### src/rtl/serial_lcd_loader.sv
module serial_lcd_loader #(
  parameter logic [7:0] DEV_ADDR = 8'h42,
  parameter int SEGS = 42
) (
  input  logic              clk,
  input  logic              rst_n,
  input  logic              ce,
  input  logic              sck,
  input  logic              sdi,
  output logic [3*SEGS-1:0] disp,
  output logic [1:0]        sleep_ctl,
  output logic [1:0]        key_sel,
  output logic [1:0]        port_sel,
  output logic              seg_on,
  output logic              bias_third
);
  localparam int FILL  = 4;
  localparam int CTRLW = 8;
  localparam int FRAME = SEGS + FILL + CTRLW + 2;
  localparam int CW    = $clog2(FRAME + 1) + 1;

  logic [2:0] ce_p, sck_p;
  logic [1:0] sdi_p;
  logic [7:0] addr_sr;
  logic [3:0] addr_cnt;
  logic       armed;
  logic [FRAME-1:0] sr;
  logic [CW-1:0]    cnt;
  logic [CTRLW-1:0] ctrl_q;

  always_ff @(posedge clk or negedge rst_n)
    if (!rst_n) begin
      ce_p <= '0; sck_p <= '0; sdi_p <= '0;
    end else begin
      ce_p  <= {ce_p[1:0], ce};
      sck_p <= {sck_p[1:0], sck};
      sdi_p <= {sdi_p[0], sdi};
    end

  wire ce_s     = ce_p[1];
  wire ce_rise  = ce_p[1] & ~ce_p[2];
  wire ce_fall  = ~ce_p[1] & ce_p[2];
  wire sck_rise = sck_p[1] & ~sck_p[2];
  wire bit_in   = sdi_p[1];

  wire [1:0] tag     = {sr[FRAME-2], sr[FRAME-1]};
  wire       fill_ok = sr[SEGS +: FILL] == '0;
  wire       commit  = ce_fall && armed && (cnt == CW'(FRAME)) && fill_ok && (tag != 2'b11);

  always_ff @(posedge clk or negedge rst_n)
    if (!rst_n) begin
      addr_sr <= '0; addr_cnt <= '0; armed <= 1'b0; sr <= '0; cnt <= '0;
    end else begin
      if (sck_rise && !ce_s) begin
        addr_sr <= {bit_in, addr_sr[7:1]};
        if (addr_cnt != 4'd8) addr_cnt <= addr_cnt + 4'd1;
      end
      if (ce_rise) begin
        armed <= (addr_cnt == 4'd8) && (addr_sr == DEV_ADDR);
        cnt   <= '0;
      end
      if (sck_rise && ce_s && armed) begin
        sr <= {bit_in, sr[FRAME-1:1]};
        if (cnt != '1) cnt <= cnt + 1'b1;
      end
      if (ce_fall) begin
        armed    <= 1'b0;
        addr_cnt <= '0;
      end
    end

  always_ff @(posedge clk or negedge rst_n)
    if (!rst_n) begin
      disp   <= '0;
      ctrl_q <= '0;
    end else if (commit) begin
      for (int i = 0; i < 3; i++)
        if (tag == 2'(i)) disp[i*SEGS +: SEGS] <= sr[SEGS-1:0];
      if (tag == 2'b00) ctrl_q <= sr[SEGS+FILL +: CTRLW];
    end

  assign sleep_ctl  = {ctrl_q[1], ctrl_q[0]};
  assign key_sel    = {ctrl_q[3], ctrl_q[2]};
  assign port_sel   = {ctrl_q[5], ctrl_q[4]};
  assign seg_on     = ctrl_q[6];
  assign bias_third = ctrl_q[7];

  a_r5_disp_only_on_fall: assert property (@(posedge clk) disable iff (!rst_n)
    !$stable(disp) |-> $past(ce_fall));

  a_r6_ctrl_only_tag0: assert property (@(posedge clk) disable iff (!rst_n)
    !$stable(ctrl_q) |-> $past(ce_fall && tag == 2'b00));

  a_r4_low_third_kept: assert property (@(posedge clk) disable iff (!rst_n)
    (commit && tag == 2'b01) |=> disp[SEGS-1:0] == $past(disp[SEGS-1:0]));

  a_r5_bad_length_dropped: assert property (@(posedge clk) disable iff (!rst_n)
    (ce_fall && cnt != CW'(FRAME)) |=> $stable(disp) && $stable(ctrl_q));

  a_r1_wrong_addr_not_armed: assert property (@(posedge clk) disable iff (!rst_n)
    (ce_rise && addr_sr != DEV_ADDR) |=> !armed);

  a_r7_tag3_dropped: assert property (@(posedge clk) disable iff (!rst_n)
    (ce_fall && tag == 2'b11) |=> $stable(disp) && $stable(ctrl_q));
endmodule

### config.mk
export PLATFORM = sky130hd
export DESIGN_NAME = serial_lcd_loader
export DESIGN_NICKNAME = d
export VERILOG_FILES = /design/src/rtl/serial_lcd_loader.sv
export SDC_FILE = /design/constraint.sdc
export NUM_CORES = 1
export LEC_CHECK = 0
export BUFFER_PORTS_ARGS = -buffer_cell sky130_fd_sc_hd__buf_4
export CAP_MARGIN = 20
export CORE_MARGIN = 2
export CORE_UTILIZATION = 50
export DETAILED_ROUTE_END_ITERATION = 12
export PLACE_DENSITY_LB_ADDON = 0.1
export SLEW_MARGIN = 20
export SYNTH_ARGS = -nofsm -noshare
export SYNTH_HDL_FRONTEND = slang
export SYNTH_SLANG_ARGS = --single-unit
### constraint.sdc
create_clock -name clk -period 3.2 [get_ports clk]
set_input_delay 0.8 -clock clk [delete_from_list [all_inputs] [get_ports clk]]
set_output_delay 0.8 -clock clk [all_outputs]
set_load 0.01 [all_outputs]
# After elaboration in Yosys (flattened, before gate mapping)
# Cells that the tools add are included.
# word_totals
inputBits,5
out_inout_bits,134
elab_cells,54
ff_bits,218
# classes
eq_ne,8
bitwise,6
n_addsub,2
muxes,8
reduce_logical,18
# ops
op,count
7-bit 2-to-1 mux,3
4-bit 2-to-1 mux,3
8-bit by 7-bit == test with 1-bit output (second input constant),1
1-bit logical AND,8
2-bit AND reduction,4
7-bit by 1-bit adder with 7-bit output (second input constant),1
7-bit by 6-bit == test with 1-bit output (second input constant),1
7-bit != test (second input constant),1
2-bit nonzero test,3
4-bit by 1-bit adder with 4-bit output (second input constant),1
4-bit == test (second input constant),1
4-bit zero test,1
4-bit != test (second input constant),1
1-bit AND,3
1-bit NOT,3
2-bit by 1-bit == test with 1-bit output (second input constant),1
2-bit == test (second input constant),1
2-bit zero test,1
1-bit 2-to-1 mux,2
2-bit != test (second input constant),1
1-bit zero test,1

# Longest topological paths before layout
# Gate-level depths: netlist (run 1).
# logic_depth
word_depth,7
ltp_mapped,8
depth_no_buf,6

# Least setup slack after synthesis (run 1)
# No wires, ideal clock.
# synth_path
kind,flip-flop to flip-flop
from,register ce_p[1]
to,register ctrl_q[0]
path_stages_with_launch,8
setup_slack_ps,1247
t_arrival_ps,1825
path_cell_list,dfrtp_1 inv_1 ha_1 nor4b_2 and4bb_1 buf_4 buf_6 mux2_1
# synth_between
elab_chain_cells,7
# synth_rtl
element,line_no,text
start: declaration,22,"logic [2:0] ce_p, sck_p;"
start signal: assignment,35,"ce_p <= {ce_p[1:0], ce};"
1-bit NOT,42,wire ce_fall = ~ce_p[1] & ce_p[2];
1-bit AND,42,
1-bit logical AND (4 in series),48,wire commit = ce_fall && armed && (cnt == CW'(FRAME)) && fill_ok && (tag != 2'b11);
2-bit AND reduction (no source line),n/a,
end signal: assignment,79,if (tag == 2'b00) ctrl_q <= sr[SEGS+FILL +: CTRLW];
end: declaration,29,logic [CTRLW-1:0] ctrl_q;
# Every way passes these cells.
# A chain may end at the register's enable or synchronous reset.

# Final worst setup path (run 1)
# layout_path
from,register ce_p[1]
to,register disp[22]
# layout_between
elab_chain_cells,7
# layout_rtl
element,line_no,text
1-bit NOT,42,
1-bit AND,42,
1-bit logical AND (4 in series),48,
2-bit AND reduction (no source line),n/a,
end signal: indexed assignment,78,if (tag == 2'(i)) disp[i*SEGS +: SEGS] <= sr[SEGS-1:0];
end: declaration,10,"output logic [3*SEGS-1:0] disp,"
# Every way passes these cells.

==> results of run 1 <==
[per-stage QoR]
stage	total power, mW	util (%)	instances
floorplan	2.94	-	628
global placement	3.02	58.5	966
detailed placement	3.02	58.5	966
CTS	5.55	62.9	1007
global route	5.69	62.9	1007
finish	5.47	62.9	1007
[cell type report]
class / instances / area [µm²]
Sequential cell: 218 / 5460
Fill cell: 1297 / 6110
Clock buffer: 38 / 712
Timing Repair Buffer: 149 / 1170
Multi-Input combinational cell: 372 / 2700
Tap cell: 220 / 275
Clock inverter: 3 / 15.0
Inverter: 7 / 26.3
[flip-flops by register name (all words and copies together), names as in the netlist]
| register | cells |
|---|---|
| addr_cnt | 4 |
| ctrl_q | 8 |
| addr_sr | 8 |
| sdi_p | 2 |
| cnt | 7 |
| armed | 1 |
| disp | 126 |
| sck_p | 3 |
| sr | 56 |
| ce_p | 3 |
[power groups by stage]
stage          sequential (mW)  clock [mW]  combinational [mW]
2_1_floorplan             2.88           0              0.0597
3_3_place_gp              2.89           0               0.128
3_5_place_dp              2.89           0               0.134
4_1_cts                   2.84        2.57               0.134
5_1_grt                   2.84        2.69               0.149
6_report                  2.84        2.50               0.128
[critical path: stages (launching register included)]
cell and delay [ps]:
dfrtp_1 430, inv_1 80, ha_1 270, nor4b_2 470, and4bb_2 680, buf_12 240, mux2_1 340
[layer usage]
| layer | global-route usage [%] | part of all wire, % | up-vias |
|---|---|---|---|
| met5 | 0 | 0 | - |
| met4 | 3.43 | 0.98 | 0 |
| met3 | 3.54 | 5.0 | 13 |
| met2 | 31.5 | 49 | 117 |
| met1 | 26.0 | 45 | 2571 |
| li1 | - | - | 2393 |
[worst min path at each step]
stage	from	end	slack [ps]	depth (start not counted)
after floorplan	ce_p[0]$_DFF_PN0_	ce_p[1]$_DFF_PN0_	330	0
after global placement	sck_p[0]$_DFF_PN0_	sck_p[1]$_DFF_PN0_	340	0
after detailed placement	sdi_p[0]$_DFF_PN0_	sdi_p[1]$_DFF_PN0_	330	0
after CTS	rst_n	disp[106]$_DFFE_PN0P_	310	1
after global routing	rst_n	disp[107]$_DFFE_PN0P_	330	1
final	rst_n	disp[106]$_DFFE_PN0P_	290	1
[layout by cell type (no fill, tap or decap), types with 3 or more instances in the layout]
| cell | instances |
|---|---|
| o21ai_0 | 4 |
| clkinv_2 | 3 |
| buf_4 | 144 |
| inv_1 | 7 |
| and3_1 | 3 |
| ha_1 | 6 |
| clkbuf_1 | 7 |
| mux2_1 | 90 |
| mux2_2 | 52 |
| nand4b_1 | 3 |
| nand3_1 | 4 |
| dfrtp_1 | 218 |
| clkbuf_8 | 9 |
| clkbuf_16 | 23 |
| buf_12 | 4 |
| nor2_1 | 5 |
| nand2_1 | 174 |
| a21oi_1 | 5 |
[cells by family (layout without fill, tap and decap cells)]
family                   after synthesis  in the layout  synth area share (%)
AO/OA/AOI/OAI                         17             17                  1.32
buffers and inverters                 38            197                  2.37
flip-flops                           218            218                  65.4
AND/OR/NAND/NOR                      204            204                  10.5
XOR/XNOR                               3              3                 0.315
adder cells (fa/ha/maj)                6              6                 0.900
multiplexers                         142            142                  19.2
==> impl_metrics.yaml, run 1 <==
pwr:
  clockPowerShare_pct: 45.7
  switching_share_pct: 20.1
  static-leakage-power_nw: 5.79
  cellInternalPower_mw: 4.37
  combPwrFrac_pct: 2.3
  power_density_nw_per_um2: 528
  seqPwrFrac_pct: 52.0
  power.switching_mw: 1.10
  ir_worst_vdd_v: 0.000443
route:
  wl_per_cell_um: 16.0
  drc: 0
  via_count: 5094
  firstDrtPassIters: 4
  viasPerCell: 5.06
  ant_nets: 0
  drt_wl_total_um: 16100
  drt-initial-drc-count: 330
hold_path:
  hp-class: "in -> async"
sta:
  fin_crit_ps: 2630
  final-setup-viol-count: 0
  fin_skew_ps: 6.23
  rsz0062_at_grt: "no"
  hold_viol: 0
  finalCritPeriodShare_pct: 82.3
  setup_ws_ps: 568
  slew_viol_final: 0
  max-slew-margin-rel_pct: 50.6
  hold-worst-slack_ps: 288
  tns_ps: 0
  clock.fmax_mhz: 380
  worstMarginPinSlew_ps: 741
yosys:
  synth_area_leaders: "dfrtp_1 (65%), mux2_1 (12%), nand2_1 (7.8%)"
  ys_seq_area_share_pct: 65.4
  synthesis.nets: 639
  yosysWarnings: 0
  syn_inst: 628
  ys_async_sr_fraction_pct: 100
  synth_most_common_cell: "dfrtp_1"
  ys_seq_elements: 218
  synth_ff_type: "dfrtp_1"
  synth.distinct_cells: 38
  synth_largest_area_cell: "dfrtp_1"
  synth-edff-count: 0
  syn_area_um2: 8340
  syn_area_per_cell_um2: 13.3
  yosys-top-cells-count: "dfrtp_1 (218), nand2_1 (174), mux2_1 (90)"
  synth_top_area_share_pct: 65.4
clock_tree:
  cts_tree: "done"
  clkTransAtPathRegs_ps: 60
  cts.sinks: 218
  cts_made_buffers: 23
  insertion_delay_ps: 480
  cts_root_buffer: "clkbuf_16"
  cts_hold_buffers: 0
  post_cts.repair.setup_buffers: 0
  cts_resized: 0
  cts_htree_levels: 1
  cts.path.max_buffers: 3
critical_path:
  crit_type: "reg -> reg"
  reg2reg_from: "ce_p[1]$_DFF_PN0_"
  crit_start: "ce_p[1]$_DFF_PN0_"
  startpoint_type: "register"
  reg2reg_depth: 6
  worstPathRequired_ps: 3560
  reg2reg_slack_ps: 570
  crit_fanout: 19
  cp_data_arrival_time_ps: 3000
  critPathCaptureType: "register"
  r2r_end: "disp[22]$_DFFE_PN0P_"
  critPathCapture: "disp[22]$_DFFE_PN0P_"
floorplanning:
  io_pins: 139
  dieArea_um2: 17700
  core_um2: 16500
  start_util_pct: 50.6
  die_width_um: 133
  die-height_um: 133
  num_rows: 47
flow_run:
  maxCapViolCount: 0
placement:
  placed_area_um2: 9630
  dp_hpwl_um: 10600
  port_buffers: 138
  dp_slack_ps: 519
  gp_congestion: 0.756
run_status:
  status: "finished clean"
global_routing:
  overflow: 0
  grt_usage_pct: 18.7
  grt_pass1_wl_um: 27300
  grt_pass1_vias: 5321
  antenna_found_initial: 0
  grt_start_max_net_pins: 81
final_layout:
  drive_above_1_share_pct: 30.6
  num_antenna_cells: 0
  fin_nets: 782
  stdcell_area_um2: 10400
  syn_to_final_growth_pct: 24.2
No activity file was read; power rests on OpenSTA's default activity.
==> run 2: changes to the inputs <==
--- a/config.mk
+++ b/config.mk
@@ -5,6 +5,7 @@
 export SDC_FILE = /design/constraint.sdc
 export NUM_CORES = 1
 export LEC_CHECK = 0
+export ABC_AREA = 1
 export BUFFER_PORTS_ARGS = -buffer_cell sky130_fd_sc_hd__buf_4
 export CAP_MARGIN = 20
 export CORE_MARGIN = 2
==> constraint.sdc (replaced) <==
create_clock -name clk -period 2.1 [get_ports clk]
set_input_delay 0.525 -clock clk [delete_from_list [all_inputs] [get_ports clk]]
set_output_delay 0.525 -clock clk [all_outputs]
set_load 0.01 [all_outputs]
==> run 2 against run 1 <==
  * Via count is 40% higher
  * Core utilization about the same
  * Critical endpoint is now disp[117]$_DFFE_PN0P_
  * Combinational power is 38% higher
==> impl_metrics.yaml, run 2 <==
run_status:
  status: "finished clean"
final_layout:
  drive_above_1_share_pct: 17.8
  fin_util_pct: 62.9
  final_common_cell: "nand2_1"
  top_register: "disp"
  largest_reg_flops: 126
  nFillCells: 1465
  reg_top3: "disp x126, sr x56"
  syn_to_final_growth_pct: 23.2
  fin_nets: 1116
  final_cell_mix: "nand2_1 (461), dfrtp_1 (217), buf_4 (147)"
  num_antenna_cells: 0
sta:
  hold_viol: 0
  slew_viol_final: 0
  max-slew-margin-rel_pct: 35.1
  tns_ps: 0
  fin_crit_ps: 1850
  worstMarginPinSlew_ps: 972
  rsz0062_at_grt: "no"
  final-setup-viol-count: 0
  fin_skew_ps: 18.6
  finalCritPeriodShare_pct: 88.2
  clock.fmax_mhz: 540
global_routing:
  overflow: 0
  met3_usage_pct: 3.93
  grt_start_max_net_pins: 95
  grt_most_used_layer: "met1"
  grtUsageMet2_pct: 35.8
  groute.layer.met1.usage_pct: 36.2
  grt_pass1_vias: 6730
  antenna_found_initial: 0
  grt_pass1_wl_um: 35500
  grt_usage_pct: 23.8
clock_tree:
  cts_htree_levels: 1
  insertion_delay_ps: 500
  cts.path.max_buffers: 3
  clkTransAtPathRegs_ps: 60
  cts_root_buffer: "clkbuf_16"
  cts.sinks: 218
  cts_resized: 0
  cts_made_buffers: 23
  cts_tree: "done"
yosys:
  synth_ff_type: "dfrtp_1"
  synth.distinct_cells: 19
  synthesis.nets: 997
  synth-edff-count: 0
  synth_most_common_cell: "nand2_1"
  yosys-top-cells-count: "nand2_1 (462), dfrtp_1 (218), nand4_1 (99)"
  synth_top_area_share_pct: 62.0
  synth_area_leaders: "dfrtp_1 (62%), nand2_1 (20%), nand4_1 (7.0%)"
  synth_largest_area_cell: "dfrtp_1"
  ys_seq_elements: 218
  ys_seq_area_share_pct: 62.0
  syn_area_um2: 8800
  syn_inst: 986
  ys_async_sr_fraction_pct: 100
  yosysWarnings: 0
  syn_area_per_cell_um2: 8.92
floorplanning:
  core_um2: 17200
  die_width_um: 137
  dieArea_um2: 18700
  die-height_um: 137
  num_rows: 48
  io_pins: 139
  start_util_pct: 51.1
critical_path:
  worstPathRequired_ps: 2490
  startpoint_type: "register"
  cp_data_arrival_time_ps: 2240
  crit_chain: "inv_1 > ha_1 > nand2_1 > nor2_1 > nand2_1 > nor2_4 > nand2_2 > buf_4 > nand2_1 > nand2_1"
  crit_fanout: 41
  crit_type: "reg -> reg"
  slowest_delay_ps: 410
  cp_slowest_cell: "dfrtp_1"
  cp_common_cell: "nand2_1"
  critPathCaptureType: "register"
route:
  drt_wl_total_um: 21900
  drt-initial-drc-count: 533
  via_count: 7123
  viasPerCell: 5.30
  ant_nets: 0
  firstDrtPassIters: 5
  drc: 0
  wl_per_cell_um: 16.3
placement:
  gp_congestion: 0.858
  port_buffers: 138
  dp_hpwl_um: 13000
pwr:
  ir_worst_vdd_v: 0.000456
  static-leakage-power_nw: 6.08
  power_density_nw_per_um2: 764
  p_total_mw: 8.28
hold_path:
  hp-class: "in -> reg"
flow_run:
  maxCapViolCount: 0
-- run 2: critical path: cells and delay by family, from the launching register on --
family | cells | cell delay, ps
simple gates | 7 | 750
flops | 1 | 410
buf+inv | 2 | 390
fa+ha+maj | 1 | 180
-- run 2: final cells by class --
class / instances / area (µm²) / area share (%)
multi-input cells: 672 / 2970 / 27.4
flip-flops and latches: 218 / 5460 / 50.3
inverters: 32 / 121 / 1.12
clock buffers: 32 / 649 / 5.99
well taps: 225 / 282 / 2.60
repair buffers: 158 / 1310 / 12.1
clock inverters: 6 / 55.1 / 0.508
-- run 2: per-stage QoR --
step	cell area (µm²)	hold slack (ps)	cells	setup slack, ps
finish	10800	130	1343	248
global route	10800	117	1343	75.2
CTS	10800	113	1343	224
detailed placement	10100	337	1304	248
global placement	10100	336	1304	326
floorplan	8800	229	986	514
-- run 2: per-layer routing --
layer	wire, µm	share of wire [%]
met5	0	0
met4	325	1.5
met3	1350	6.2
met2	9990	46
met1	10200	47
-- run 2: kinds of logic after synthesis --
family	count (synthesis)	synth area share, %
DFF	218	62.0
and+or+nand+nor	635	30.8
xor gates and xnor gates	3	0.299
AOI/OAI and AO/OA	28	1.62
buffers and inverters	96	4.44
adders and majority gates	6	0.853
-- run 2: path summary, 6_finish.rpt --
kind,startpoint,to,slack [ps],cells after the start
min in group asynchronous,rst_n,disp[27]$_DFFE_PN0P_,530,2
setup reg to reg,ce_p[1]$_DFF_PN0_,disp[117]$_DFFE_PN0P_,250,10
setup / recovery,ce_p[1]$_DFF_PN0_,disp[117]$_DFFE_PN0P_,250,10
hold / removal,sck,sck_p[0]$_DFF_PN0_,130,1
max in group asynchronous,rst_n,disp[74]$_DFFE_PN0P_,880,3
hold reg to reg,sck_p[0]$_DFF_PN0_,sck_p[1]$_DFF_PN0_,350,0
-- run 2: report_power, final --
group / switching, mW / internal [mW] / total [mW]
clock network: 1.57 / 2.26 / 3.83
logic: 0.130 / 0.0470 / 0.177
registers: 0.0272 / 4.25 / 4.27
total: 1.73 / 6.55 / 8.28
-- run 2: timing repair --
| action | CTS | global route |
|---|---|---|
| setup endpoints to repair | 0 | 0 |
| hold buffers | 1 | 0 |
| setup buffers | 0 | 0 |
| endpoints found under the hold margin | 47 | 0 |
